===== src/rtl/nia_pkg.sv =====
// Shared constants and types for the nested interrupt arbiter.
// Assumes a 4-bit raw priority; level encoding: 0 non-maskable,
// 1 hard fault, 2.. configurable, all ones idle.
package nia_pkg;
    localparam int PRIO_W = 4;
    localparam int GRP_W  = $clog2(PRIO_W + 1);
    localparam int LVL_W  = $clog2((1 << PRIO_W) + 3);

    localparam logic [LVL_W-1:0] LVL_NMI   = LVL_W'(0);
    localparam logic [LVL_W-1:0] LVL_FAULT = LVL_W'(1);
    localparam logic [LVL_W-1:0] LVL_BASE  = LVL_W'(2);
    localparam logic [LVL_W-1:0] LVL_IDLE  = {LVL_W{1'b1}};

    // Rank of one candidate; a smaller packed value is a better candidate.
    typedef struct packed {
        logic [LVL_W-1:0]  lvl;
        logic [PRIO_W-1:0] sub;
    } rank_t;
endpackage


===== src/rtl/prio_split.sv =====
// Splits one raw priority into preemption level and sub-priority
// under the current group selector. Purely combinational.
// Assumes selector values above PRIO_W behave as PRIO_W.
module prio_split
    import nia_pkg::*;
(
    input  logic [PRIO_W-1:0] prio,
    input  logic [GRP_W-1:0]  grp,
    output rank_t             rank
);
    logic [GRP_W-1:0]  g_eff;
    logic [PRIO_W-1:0] pre_field;
    logic [PRIO_W-1:0] sub_mask;

    // Clamp the selector and carve the two fields out of the raw value.
    always_comb begin
        g_eff     = (grp > GRP_W'(PRIO_W)) ? GRP_W'(PRIO_W) : grp;
        sub_mask  = PRIO_W'((1 << (PRIO_W - int'(g_eff))) - 1);
        pre_field = (g_eff == '0) ? '0 : PRIO_W'(prio >> (PRIO_W - int'(g_eff)));
        rank.lvl  = LVL_BASE + LVL_W'(pre_field);
        rank.sub  = prio & sub_mask;
    end
endmodule


===== src/rtl/rank_select.sv =====
// Picks the best candidate whose level is strictly below a ceiling.
// Smaller {level, sub} wins; ties go to the lower index.
// Assumes candidates are ordered by index, fixed inputs last.
module rank_select
    import nia_pkg::*;
#(
    parameter int NUM_CAND = 10,
    parameter int IDX_W    = $clog2(NUM_CAND)
) (
    input  logic [NUM_CAND-1:0] cand_valid,
    input  rank_t               cand_rank [NUM_CAND],
    input  logic [LVL_W-1:0]    ceiling,
    output logic                win_valid,
    output logic [IDX_W-1:0]    win_idx,
    output rank_t               win_rank
);
    // Linear scan keeping the strictly better candidate.
    always_comb begin
        win_valid = 1'b0;
        win_idx   = '0;
        win_rank  = '0;
        for (int i = 0; i < NUM_CAND; i++) begin
            if (cand_valid[i] && (cand_rank[i].lvl < ceiling) &&
                (!win_valid || (cand_rank[i] < win_rank))) begin
                win_valid = 1'b1;
                win_idx   = IDX_W'(i);
                win_rank  = cand_rank[i];
            end
        end
    end
endmodule


===== src/rtl/nest_stack.sv =====
// LIFO of active handler identifiers. Push and pop are never
// requested together; the parent gates them. Assumes DEPTH >= 2.
module nest_stack #(
    parameter int DEPTH = 6,
    parameter int ID_W  = 4,
    parameter int CNT_W = $clog2(DEPTH + 1)
) (
    input  logic             clk,
    input  logic             rst_n,
    input  logic             push,
    input  logic             pop,
    input  logic [ID_W-1:0]  push_id,
    output logic [ID_W-1:0]  top_id,
    output logic [CNT_W-1:0] count,
    output logic             empty,
    output logic             full
);
    localparam int PTR_W = $clog2(DEPTH);

    logic [ID_W-1:0]  mem [DEPTH];
    logic [CNT_W-1:0] top_ptr;

    // Occupancy counter.
    always_ff @(posedge clk) begin
        if (!rst_n)    count <= '0;
        else if (push) count <= count + CNT_W'(1);
        else if (pop)  count <= count - CNT_W'(1);
    end

    // Entry storage, written at the current occupancy.
    always_ff @(posedge clk) begin
        if (push) mem[count[PTR_W-1:0]] <= push_id;
    end

    // Status and top-of-stack read.
    always_comb begin
        empty   = (count == '0);
        full    = (count == CNT_W'(DEPTH));
        top_ptr = count - CNT_W'(1);
        top_id  = empty ? '0 : mem[top_ptr[PTR_W-1:0]];
    end

    a_r11_no_push_when_full: assert property (@(posedge clk) disable iff (!rst_n)
        push |-> !full);
    a_r6_no_pop_when_empty: assert property (@(posedge clk) disable iff (!rst_n)
        pop |-> !empty);
    a_r6_pop_shrinks: assert property (@(posedge clk) disable iff (!rst_n)
        pop |=> count == $past(count) - CNT_W'(1));
    a_r4_push_grows: assert property (@(posedge clk) disable iff (!rst_n)
        push |=> count == $past(count) + CNT_W'(1));
endmodule


===== src/rtl/nest_irq_arbiter.sv =====
// Grouped-priority nested interrupt arbiter (top).
// Builds ranks for all candidates, selects against a ceiling formed
// from the running level and the global masks, registers the grant
// and tracks active handlers on a LIFO. Requests are level-sensitive
// and are expected to drop once serviced.
module nest_irq_arbiter
    import nia_pkg::*;
#(
    parameter int NUM_SRC     = 8,
    parameter int STACK_DEPTH = 6,
    parameter int ID_W        = $clog2(NUM_SRC + 2),
    parameter int CNT_W       = $clog2(STACK_DEPTH + 1)
) (
    input  logic                      clk,
    input  logic                      rst_n,
    input  logic [NUM_SRC-1:0]        irq_req,
    input  logic [NUM_SRC-1:0]        irq_en,
    input  logic [NUM_SRC*PRIO_W-1:0] irq_prio,
    input  logic [GRP_W-1:0]          prio_group,
    input  logic                      nmi_req,
    input  logic                      fault_req,
    input  logic                      mask_normal,
    input  logic                      mask_fault,
    input  logic                      handler_done,
    output logic                      grant_valid,
    output logic [ID_W-1:0]           grant_id,
    output logic                      grant_preempt,
    output logic [LVL_W-1:0]          cur_level,
    output logic [CNT_W-1:0]          nest_depth
);
    localparam int NUM_CAND = NUM_SRC + 2;
    localparam int ID_FAULT = NUM_SRC;
    localparam int ID_NMI   = NUM_SRC + 1;

    logic [NUM_CAND-1:0] cand_valid;
    rank_t               cand_rank [NUM_CAND];
    logic [LVL_W-1:0]    ceiling;
    logic                sel_valid;
    logic [ID_W-1:0]     sel_idx;
    rank_t               sel_rank;
    logic                do_push;
    logic                do_pop;
    logic [ID_W-1:0]     top_id;
    logic                stk_empty;
    logic                stk_full;
    logic [LVL_W-1:0]    grant_lvl_q;

    // One rank builder per configurable source.
    for (genvar i = 0; i < NUM_SRC; i++) begin : g_src
        prio_split u_split (
            .prio (irq_prio[i*PRIO_W +: PRIO_W]),
            .grp  (prio_group),
            .rank (cand_rank[i])
        );
        assign cand_valid[i] = irq_req[i] & irq_en[i];
    end

    // Fixed-rank inputs sit after the configurable sources.
    assign cand_valid[ID_FAULT] = fault_req;
    assign cand_rank[ID_FAULT]  = '{lvl: LVL_FAULT, sub: '0};
    assign cand_valid[ID_NMI]   = nmi_req;
    assign cand_rank[ID_NMI]    = '{lvl: LVL_NMI, sub: '0};

    // Running level from the active top, reinterpreted under the live split.
    always_comb begin
        cur_level = LVL_IDLE;
        if (!stk_empty) begin
            for (int i = 0; i < NUM_CAND; i++) begin
                if (top_id == ID_W'(i)) cur_level = cand_rank[i].lvl;
            end
        end
    end

    // Ceiling: running level lowered by the global masks.
    always_comb begin
        ceiling = cur_level;
        if (mask_normal && (ceiling > LVL_BASE))  ceiling = LVL_BASE;
        if (mask_fault && (ceiling > LVL_FAULT)) ceiling = LVL_FAULT;
    end

    rank_select #(
        .NUM_CAND (NUM_CAND),
        .IDX_W    (ID_W)
    ) u_select (
        .cand_valid (cand_valid),
        .cand_rank  (cand_rank),
        .ceiling    (ceiling),
        .win_valid  (sel_valid),
        .win_idx    (sel_idx),
        .win_rank   (sel_rank)
    );

    // Stack control: completion has precedence and suppresses a grant.
    always_comb begin
        do_pop  = handler_done && !stk_empty;
        do_push = sel_valid && !handler_done && !stk_full;
    end

    nest_stack #(
        .DEPTH (STACK_DEPTH),
        .ID_W  (ID_W),
        .CNT_W (CNT_W)
    ) u_stack (
        .clk     (clk),
        .rst_n   (rst_n),
        .push    (do_push),
        .pop     (do_pop),
        .push_id (sel_idx),
        .top_id  (top_id),
        .count   (nest_depth),
        .empty   (stk_empty),
        .full    (stk_full)
    );

    // Registered grant outputs.
    always_ff @(posedge clk) begin
        if (!rst_n) begin
            grant_valid   <= 1'b0;
            grant_id      <= '0;
            grant_preempt <= 1'b0;
            grant_lvl_q   <= LVL_IDLE;
        end else begin
            grant_valid   <= do_push;
            grant_id      <= sel_idx;
            grant_preempt <= do_push && !stk_empty;
            grant_lvl_q   <= sel_rank.lvl;
        end
    end

    a_r9_fault_mask_nmi_only: assert property (@(posedge clk) disable iff (!rst_n)
        (grant_valid && $past(mask_fault)) |-> grant_id == ID_W'(ID_NMI));
    a_r8_normal_mask_fixed_only: assert property (@(posedge clk) disable iff (!rst_n)
        (grant_valid && $past(mask_normal)) |-> grant_id >= ID_W'(ID_FAULT));
    a_r4_strictly_higher: assert property (@(posedge clk) disable iff (!rst_n)
        grant_valid |-> grant_lvl_q < $past(cur_level));
    a_r7_enabled_only: assert property (@(posedge clk) disable iff (!rst_n)
        (grant_valid && (grant_id < ID_W'(NUM_SRC))) |->
        (|(($past(irq_en) >> grant_id) & NUM_SRC'(1))));
    a_r2_grant_recorded: assert property (@(posedge clk) disable iff (!rst_n)
        grant_valid |-> nest_depth == $past(nest_depth) + CNT_W'(1));
endmodule


===== config.mk =====
export PLATFORM = sky130hd
export DESIGN_NAME = nest_irq_arbiter
export DESIGN_NICKNAME = d
export VERILOG_FILES = /design/src/rtl/nia_pkg.sv /design/src/rtl/prio_split.sv /design/src/rtl/rank_select.sv /design/src/rtl/nest_stack.sv /design/src/rtl/nest_irq_arbiter.sv
export SDC_FILE = /design/constraint.sdc
export NUM_CORES = 1
export LEC_CHECK = 0
export ABC_AREA = 1
export BUFFER_PORTS_ARGS = -buffer_cell sky130_fd_sc_hd__clkbuf_2
export CAP_MARGIN = 10
export CORE_MARGIN = 2
export CORE_UTILIZATION = 31
export CTS_BUF_LIST = sky130_fd_sc_hd__clkbuf_2
export DETAILED_ROUTE_END_ITERATION = 8
export PLACE_DENSITY_LB_ADDON = 0.08
export SLEW_MARGIN = 15
export SYNTH_ARGS = -nofsm -noshare
export SYNTH_HDL_FRONTEND = slang
export SYNTH_SLANG_ARGS = --single-unit

===== constraint.sdc =====
create_clock -name clk -period 17.8 [get_ports clk]
set_clock_uncertainty 0.05 [all_clocks]
set_input_delay 0.89 -clock clk [delete_from_list [all_inputs] [get_ports clk]]
set_output_delay 0.89 -clock clk [all_outputs]
set_load 0.1 [all_outputs]

[Yosys cells after proc, flatten, opt, wreduce, memory -nomap -nowiden]
Memories as Yosys holds them, arrays and structs flattened.
Index checks and enable logic that the tools add are counted.
Storage, ports and cells
  memories kept: 1
  bits in writable memories: 24
  input bits: 58
  bits in latches: 0
  memory bits (read-only): 0
  output and inout port bits: 14
  flip-flop bits (word level): 9
  logic and storage cells: 179
Cells by class
  multipliers: 0
  $add $sub $neg: 12
  shift operators: 9
  divide/modulo/power cells: 0
  muxes and demuxes: 55
  order comparisons: 22
  reduce and logical (&&, ||, !) cells: 50
  bitwise gates (word level): 16
  equal/unequal tests: 10
Memory list
  u_stack.mem: depth 6, width 4, rd ports 1, clocked after Yosys merged registers in 0, wr ports 1, RTL line nest_stack.sv:20  | logic [ID_W-1:0] mem [DEPTH];
Operator list (number)
  4-bit by 32-bit >> shifter with 4-bit output: 8
  9-bit two-way mux: 9
  5-bit two-way mux: 13
  9-bit less-than comparator: 7
  4-bit two-way mux: 11
  2-bit by 4-bit adder with 5-bit output, first input constant: 8
  5-bit less-than comparator: 8
  4-bit bitwise AND: 8
  1-bit by 32-bit left shift with 4-bit output, first input constant: 1
  1-bit logical AND: 25
  3-bit two-way mux: 7
  4-bit by 3-bit equality test with 1-bit output, second input constant: 4
  1-bit two-way mux: 13
  1-bit zero test: 12
  1-bit by 5-bit less-than comparator with 1-bit output, first input constant: 2
  1-bit logical OR: 9
  1-bit by 9-bit less-than comparator with 1-bit output, first input constant: 1
  5-bit by 9-bit less-than comparator with 1-bit output, first input constant: 1
  1-bit bitwise AND: 8
  4-bit by 2-bit equality test with 1-bit output, second input constant: 2
  4-bit equality test, second input constant: 2
  3-bit zero test: 2
  5-bit by 1-bit > comparator with 1-bit output, second input constant: 1
  5-bit by 2-bit > comparator with 1-bit output, second input constant: 1
  other kinds (10): 11

[Longest topological paths before layout]
Gate-level depths: netlist (run 1).
  depth in word-level cells: 66
  mapped depth: 114
  gate-level depth less buffers: 106

[By module]
Synthesis (run 1) repeated with hierarchy kept, for this count alone.
Second synthesis, totals
  cell total of the unflattened synthesis: 1329
  area, all modules: 8272.9 µm²
By module, submodules not included
  rank_select: instances 1, cells an instance 604, seq. area each 0.0 µm², area each 3759.9 µm²
  prio_split: instances 8, cells an instance 52, seq. area each 0.0 µm², area each 290.3 µm²
  nest_stack: instances 1, cells an instance 137, seq. area each 780.7 µm², area each 1277.5 µm²
  nest_irq_arbiter: instances 1, cells an instance 172, seq. area each 120.1 µm², area each 913.4 µm²

[Worst setup path before layout (run 1)]
Ideal clock, no wire load.
  kind: input port to flip-flop
  start: in prio_group[2]
  end: mem u_stack.mem[0][1], data pin
  arrival: 15.621 ns
  path slack: 1.849 ns
  library setup time: 0.280 ns
  path buffers: 10
  data required time: 17.470 ns
  stages on the path: 105
  cells stage by stage: inv_2 > nand2_2 > buf_4 > buf_2 > ha_1 > ha_1 > nand2_1 > nor2_4 > inv_2 > buf_2 > nor2_1 > ha_1 > xor2_1 > inv_1 > o21ai_0 > inv_1 > nand4_1 > nand2_1 > [... 69 more ...] > buf_6 > nand2_1 > o21a_1 > inv_1 > ha_1 > nand2_1 > nor2_1 > a211oi_1 > o221a_2 > nand2_1 > nand2_2 > nand2_2 > nand2_1 > nand2_1 > nand3_1 > nor2_2 > o21ai_4 > nor2_1
Between the ends
  cells in the longest elaborated chain, start to end: 62
  elaborated cells between the ends (all ways): 137
  classes of those cells: add/sub (10); order compare (22); shift (9); mux (48); bitwise (8); reduce/logical (40)
Ends and longest elaborated chain
  start, declared: RTL line nest_irq_arbiter.sv:19  | input logic [GRP_W-1:0] prio_group,
  3-bit > comparator: RTL line prio_split.sv:17  | g_eff = (grp > GRP_W'(PRIO_W)) ? GRP_W'(PRIO_W) : grp;
  3-bit two-way mux (*): RTL line prio_split.sv:17
  3-bit by 3-bit subtractor with 4-bit output: RTL line prio_split.sv:19  | pre_field = (g_eff == '0) ? '0 : PRIO_W'(prio >> (PRIO_W - int'(g_eff)));
  4-bit by 32-bit >> shifter with 4-bit output: RTL line prio_split.sv:19
  4-bit two-way mux: RTL line prio_split.sv:19
  2-bit by 4-bit adder with 5-bit output: RTL line prio_split.sv:20  | rank.lvl = LVL_BASE + LVL_W'(pre_field);
  5-bit two-way mux (7 in series): RTL line nest_irq_arbiter.sv:69  | if (top_id == ID_W'(i)) cur_level = cand_rank[i].lvl;
  5-bit two-way mux (*) (3 in series): RTL line nest_irq_arbiter.sv:69
  [... 1 more ...]
  named net cur_level[3]: RTL line nest_irq_arbiter.sv:28  | output logic [LVL_W-1:0] cur_level,
  [... 38 more ...]
  1-bit logical OR: RTL line rank_select.sv:24  | (!win_valid || (cand_rank[i] < win_rank))) begin
  1-bit logical AND: RTL line rank_select.sv:23  | if (cand_valid[i] && (cand_rank[i].lvl < ceiling) &&
  9-bit two-way mux / 1-bit two-way mux (equally long branches): RTL line rank_select.sv:23
  1-bit by 9-bit less-than comparator with 1-bit output / 1-bit zero test (equally long branches): RTL line rank_select.sv:24
  1-bit logical OR: RTL line rank_select.sv:24
  1-bit logical AND: RTL line rank_select.sv:23
  4-bit two-way mux (*): RTL line rank_select.sv:23
  named net sel_idx[1]: RTL line nest_irq_arbiter.sv:39  | logic [ID_W-1:0] sel_idx;
  end, declared: RTL line nest_stack.sv:20
The timed path passes the listed nets; every way through them passes the cells marked *.

[Worst setup path in the final report (run 1)]
  start: in prio_group[2]
  end: mem u_stack.mem[5][0], data pin
Between the ends
  cells in the longest elaborated chain, start to end: 62
  elaborated cells between the ends (all ways): 138
  classes of those cells: add/sub (10); order compare (22); shift (9); mux (49); bitwise (8); reduce/logical (40)
Ends and longest elaborated chain
  3-bit > comparator: RTL line prio_split.sv:17
  3-bit two-way mux (*): RTL line prio_split.sv:17
  3-bit by 3-bit subtractor with 4-bit output: RTL line prio_split.sv:18, prio_split.sv:19
  4-bit by 32-bit >> shifter with 4-bit output: RTL line prio_split.sv:19
  4-bit two-way mux: RTL line prio_split.sv:19
  2-bit by 4-bit adder with 5-bit output: RTL line prio_split.sv:20
  5-bit two-way mux (10 in series): RTL line nest_irq_arbiter.sv:69
  5-bit two-way mux: RTL line nest_irq_arbiter.sv:67  | if (!stk_empty) begin
  [... 38 more ...]
  1-bit logical OR: RTL line rank_select.sv:24
  1-bit logical AND: RTL line rank_select.sv:23
  9-bit two-way mux / 1-bit two-way mux (equally long branches): RTL line rank_select.sv:23
  1-bit by 9-bit less-than comparator with 1-bit output / 1-bit zero test (equally long branches): RTL line rank_select.sv:24
  1-bit logical OR: RTL line rank_select.sv:24
  1-bit logical AND: RTL line rank_select.sv:23
  4-bit two-way mux (*): RTL line rank_select.sv:23
  named net sel_idx[0]: RTL line nest_irq_arbiter.sv:39
Marked as above.

==> reports/metrics.csv, run 1 <==
stage;metric;value;unit
job;max cap viols;0;
layout;Area Overhead vs Synth;11.1;%
global_routing;antenna violations before repair;0;
timing;Final Cycle Share;0.926;
min_path;hold path start;u_stack.count[0]$_SDFFE_PN0P_;
routing;vias per cell;5.03;
timing;max frequency;60.7;MHz
timing;Worst-Margin Slew;1190;ps
place;GPL Wtd Cong;0.912;
floorplanning;site row count;51;
min_path;hold depth;2;
layout;Nets;1202;
layout;ratio of cells with drive above 1 in the final layout;0.174;
yosys;register bit total from synthesis;33;
critical_path;kind of critical path;in2reg;
routing;Final ANT Viol Nets;0;
clock_network;worst-skew pair later-pin latency;370;ps
place;DP Cell Count;1299;
global_routing;vias in the first global route;6415;
floorplanning;core area;0.0196;mm2
critical_path;crit start category;input pin;
yosys;synth unique cells;46;
timing;max-slew violations;0;
critical_path;slowest CP cell;ha_2;
timing;Final Hold Viols;0;
routing;vias;6579;
global_routing;Tot GR Track Use;0.202;
clock_network;CTS buffer count;5;
timing;Rel. slew slack;0.201;
critical_path;Arrival @ worst endpoint;16510;ps
routing;routed len/inst;16.6;um
floorplanning;Starting Density;0.319;
timing;RSZ-0062 raised after global routing;no;
yosys;YS warnings;0;
yosys;Post-Synthesis Cell Area;0.00625;mm2
yosys;syn_area_per_cell;6.39;um2
place;I/O Buffers;71;
critical_path;Reg-to-Reg End;u_stack.mem[5][0]$_DFFE_PP_;
yosys;Async SR Flop Fraction;0;
clock_network;CTS hold repair buffers;0;
timing;TNS Setup;0;ps
floorplanning;Die X;146;um
critical_path;reg2reg path depth;97;
min_path;hold worst-path end;u_stack.count[0]$_SDFFE_PN0P_;
floorplanning;Die ar.;0.0213;mm2
yosys;Mapped Nets;1138;
routing;final WL;21700;um
clock_network;CTS sink count;33;
clock_network;Clock Path Buffers;2;
floorplanning;Ports;72;
critical_path;most frequent CP cell;nand2_1;
yosys;Post-synth EDFFs;24;
routing;1st-iter DRT viols;438;
clock_network;CTS root buf;clkbuf_2;
clock_network;Worst-path clk slew;170;ps
global_routing;largest net degree at the start of global routing;55;
floorplanning;Die Ht;146;um
critical_path;crit path capture type;flip-flop;
timing;min cycle time layout;16480;ps
status;status;complete, no violations;
routing;router iterations before antenna repair;7;
timing;Final Setup Violations;0;
clock_network;H-tree Lvls;2;
critical_path;CP Data Required Time;17830;ps
global_routing;first-pass GRT wire length;34400;um
critical_path;r2r setup slk;1650;ps
yosys;Seq/Total Area, Yosys;0.144;
clock_network;CTS tree;done;
layout;final cell count without fillers;1308;
critical_path;CP max FO;19;
global_routing;gr ovfl total;0;
yosys;commonest register cell after synthesis;edfxtp_1;
routing;Residual DRC;0;
critical_path;r2r startpoint;u_stack.count[0]$_SDFFE_PN0P_;
min_path;Tightest Hold Check Type;reg2reg;
place;dpl hpwl;18400;um
critical_path;slowest stage delay, CP;520;ps
layout;Antenna Cells;0;
yosys;Mapped Cells;978;
[cell usage after synthesis (9+ instances only)]
cell type | count | share of area
a211oi_1 | 10 | 0.012
a21oi_1 | 48 | 0.038
buf_2 | 9 | 0.0072
dfxtp_1 | 9 | 0.029
edfxtp_1 | 24 | 0.12
ha_1 | 102 | 0.20
inv_1 | 88 | 0.053
inv_2 | 16 | 0.0096
nand2_1 | 273 | 0.16
nand2_2 | 24 | 0.024
nand2_4 | 10 | 0.018
nand3_1 | 63 | 0.050
nand4_1 | 17 | 0.017
nor2_1 | 82 | 0.049
nor3_1 | 28 | 0.022
o21ai_0 | 72 | 0.058
o21ai_1 | 10 | 0.0080
[registers in the layout, indices dropped and copies added (netlist names)]
| signal | count |
|---|---|
| grant_id | 4 |
| grant_preempt | 1 |
| grant_valid | 1 |
| u_stack.count | 3 |
| u_stack.mem | 24 |
[placed cells by master (no fill, tap or decap), types with 15 or more instances in the layout]
cell,count
inv_2,16
nand4_1,17
nand2_1,273
nand3_1,63
edfxtp_1,24
clkbuf_2,77
nand2_2,24
o21ai_1,15
o21ai_0,67
inv_1,87
nor2_1,80
nor3_1,27
ha_1,101
a21oi_1,48
[worst max path at each step]
stage / endpoint / from / cells after the start / slack [ps]
floorplan: u_stack.mem[0][1]$_DFFE_PP_ / prio_group[2] / 105 / 1850
global placement: u_stack.mem[3][1]$_DFFE_PP_ / prio_group[2] / 95 / 610
detailed placement: u_stack.mem[3][2]$_DFFE_PP_ / prio_group[2] / 95 / 420
CTS: u_stack.mem[1][2]$_DFFE_PP_ / prio_group[2] / 95 / 770
global route: u_stack.mem[1][1]$_DFFE_PP_ / prio_group[2] / 95 / 60
finish: u_stack.mem[5][0]$_DFFE_PP_ / prio_group[2] / 96 / 1320
[per-layer routing]
metal	vias to the layer above	part of all wire	global-route usage
met5	-	0	0
met4	0	0.016	0.0358
met2	155	0.46	0.348
li1	3450	-	-
met1	2951	0.48	0.276
met3	23	0.043	0.0188
[cell type report]
cell class | instances | area [um2]
fillers | 2254 | 12600
multi-input cells | 815 | 4820
flip-flops and latches | 33 | 901
repair buffers | 80 | 423
inverters | 107 | 408
well taps | 265 | 332
clock inverters | 2 | 33.8
clock buffers | 6 | 30.0
[kinds of logic (layout without fill, tap and decap cells)]
logic type	after synthesis	count (layout)	synth area share
AND/OR/NAND/NOR	525	525	0.380
adder cells (fa/ha/maj)	102	102	0.204
buffers and inverters	130	195	0.0869
XOR/XNOR	9	9	0.0126
flip-flops	33	33	0.144
AO/OA/AOI/OAI	179	179	0.172
[per-stage QoR]
| step | hold WS, ps | util | area, um2 | setup slack (ps) |
|---|---|---|---|---|
| 3_3_place_gp | 619 | 0.350 | 6860 | 610 |
| 4_1_cts | 667 | 0.353 | 6920 | 774 |
| 3_5_place_dp | 628 | 0.350 | 6860 | 423 |
| 5_1_grt | 683 | 0.354 | 6940 | 58.8 |
| 2_1_floorplan | 938 | - | 6250 | 1850 |
| 6_report | 661 | 0.354 | 6940 | 1320 |
[worst max-delay path, delay by kind of cell]
family                     cells  cell delay [ps]
AOI/OAI and AO/OA             29             6520
and+or+nand+nor               50             4710
adders and majority gates     10             3440
buffers and inverters          7              900
[what timing repair did]
action,in CTS,in global routing
setup buffers,0,1
endpoints found under the setup margin,0,28
gates resized for setup,0,10
Power of run 1 is not shown: default switching activity piles up to over one toggle a cycle in this logic, so the estimate is an artifact.
==> run 2, diff against run 1 <==
--- a/config.mk
+++ b/config.mk
@@ -8,6 +8,8 @@
 export ABC_AREA = 1
 export BUFFER_PORTS_ARGS = -buffer_cell sky130_fd_sc_hd__clkbuf_2
 export CAP_MARGIN = 10
+export CELL_PAD_IN_SITES_DETAIL_PLACEMENT = 0
+export CELL_PAD_IN_SITES_GLOBAL_PLACEMENT = 1
 export CORE_MARGIN = 2
 export CORE_UTILIZATION = 31
 export CTS_BUF_LIST = sky130_fd_sc_hd__clkbuf_2
==> reports/metrics.csv, run 2 (synthesized netlist as in run 1, its figures left out) <==
stage;metric;value;unit;change
status;status;complete, no violations;;
clock_network;CTS sink count;33;;unchanged
job;max cap viols;0;;unchanged
floorplanning;Ports;72;;unchanged
layout;final core utilization;0.353;;-0.00166
critical_path;kind of critical path;in2reg;;
clock_network;CTS buffer count;5;;unchanged
global_routing;largest net degree at the start of global routing;55;;unchanged
clock_network;Worst-path clk slew;160;ps;about the same
layout;max reg flops;24;;unchanged
place;GPL Wtd Cong;0.863;;-5.4%
clock_network;post-CTS sizing;0;;unchanged
routing;vias;6604;;+0.38%
timing;Final Setup Violations;0;;unchanged
layout;most common cell after layout, fill and taps aside;nand2_1;;
critical_path;CP Data Required Time;17890;ps;+60 ps
clock_network;H-tree Lvls;2;;unchanged
floorplanning;Die ar.;0.0213;mm2;unchanged
timing;TNS Setup;0;ps;unchanged
clock_network;worst-skew pair later-pin latency;360;ps;about the same
global_routing;antenna violations before repair;0;;unchanged
place;I/O Buffers;71;;unchanged
timing;max frequency;61.2;MHz;+0.76%
layout;Area Overhead vs Synth;10.6;%;
routing;router iterations before antenna repair;6;;-1
global_routing;vias in the first global route;6202;;-3.3%
timing;setup ws final;1450;ps;+125 ps
layout;final cell count without fillers;1307;;-0.076%
critical_path;CP max FO;19;;unchanged
floorplanning;site row count;51;;unchanged
floorplanning;core area;0.0196;mm2;unchanged
layout;Nets;1201;;-0.083%
floorplanning;Die Ht;146;um;unchanged
layout;most frequent cells in the layout;273 x nand2_1, 101 x ha_1, 88 x inv_1;;
timing;Rel. slew slack;0.452;;+0.251
clock_network;CTS tree;done;;
routing;final WL;22000;um;+1.3%
clock_network;Post-CTS Setup Inserts;0;;unchanged
timing;Final Cycle Share;0.919;;-0.00702
timing;Worst-Margin Slew;816;ps;-370 ps
routing;vias per cell;5.05;;+0.46%
layout;Antenna Cells;0;;unchanged
routing;routed len/inst;16.8;um;+1.4%
timing;min cycle time layout;16350;ps;-125 ps
timing;RSZ-0062 raised after global routing;no;;
global_routing;gr ovfl total;0;;unchanged
floorplanning;Die X;146;um;unchanged
floorplanning;Starting Density;0.319;;unchanged
global_routing;Tot GR Track Use;0.204;;+0.00240
place;pre-CTS setup slack;370;ps;-52.6 ps
clock_network;CTS hold repair buffers;0;;unchanged
clock_network;Clock Path Buffers;2;;unchanged
critical_path;crit path capture type;flip-flop;;
routing;Final ANT Viol Nets;0;;unchanged
critical_path;crit start category;input pin;;
critical_path;slowest stage delay, CP;400;ps;-120 ps
routing;Residual DRC;0;;unchanged
place;DP Cell Count;1299;;unchanged
routing;1st-iter DRT viols;359;;-18%
critical_path;Arrival @ worst endpoint;16440;ps;-70 ps
timing;Final Hold Viols;0;;unchanged
critical_path;most frequent CP cell;nand2_1;;
critical_path;slowest CP cell;nor2_1;;
clock_network;CTS root buf;clkbuf_2;;
min_path;Tightest Hold Check Type;reg2reg;;
place;dpl hpwl;18700;um;+1.8%
layout;ratio of cells with drive above 1 in the final layout;0.173;;-0.00175
global_routing;first-pass GRT wire length;34300;um;-0.30%
timing;max-slew violations;0;;unchanged
run 2: layer usage:
layer	track usage	wire length, um	share of wire
met1	0.288	10600	0.48
met2	0.347	10300	0.47
met3	0.0141	775	0.035
met4	0.0328	282	0.013
met5	0	0	0
run 2: final cells by class:
cell class | instances | area [um2]
clock buffer | 7 | 35.0
clock inverter | 1 | 3.75
fill | 2230 | 12700
inverter | 107 | 404
multi-input combinational | 815 | 4820
sequential | 33 | 902
tap | 265 | 332
timing repair buffer | 79 | 415
run 2: critical path: cells and delay by family:
kind | cells | cell delay [ps]
AO/OA/AOI/OAI | 31 | 6660
AND/OR/NAND/NOR | 46 | 4840
adder cells (fa/ha/maj) | 11 | 3360
buffers and inverters | 5 | 620
run 2: worst paths after layout:
path,cells past startpoint,slack (ps),from,endpoint
worst min-delay path,1,630,u_stack.count[0]$_SDFFE_PN0P_,u_stack.count[0]$_SDFFE_PN0P_
worst min register to register,1,630,u_stack.count[0]$_SDFFE_PN0P_,u_stack.count[0]$_SDFFE_PN0P_
worst max-delay path,93,1450,prio_group[2],u_stack.mem[1][1]$_DFFE_PP_
worst max register to register,94,1770,u_stack.count[0]$_SDFFE_PN0P_,u_stack.mem[1][1]$_DFFE_PP_
run 2: per-stage QoR:
stage / instance area, um2 / hold WS [ps]
4_1_cts: 6890 / 678
6_report: 6910 / 632
3_3_place_gp: 6860 / 651
3_5_place_dp: 6860 / 657
2_1_floorplan: 6250 / 938
5_1_grt: 6910 / 665
Power of run 2 is left out for the same reason.
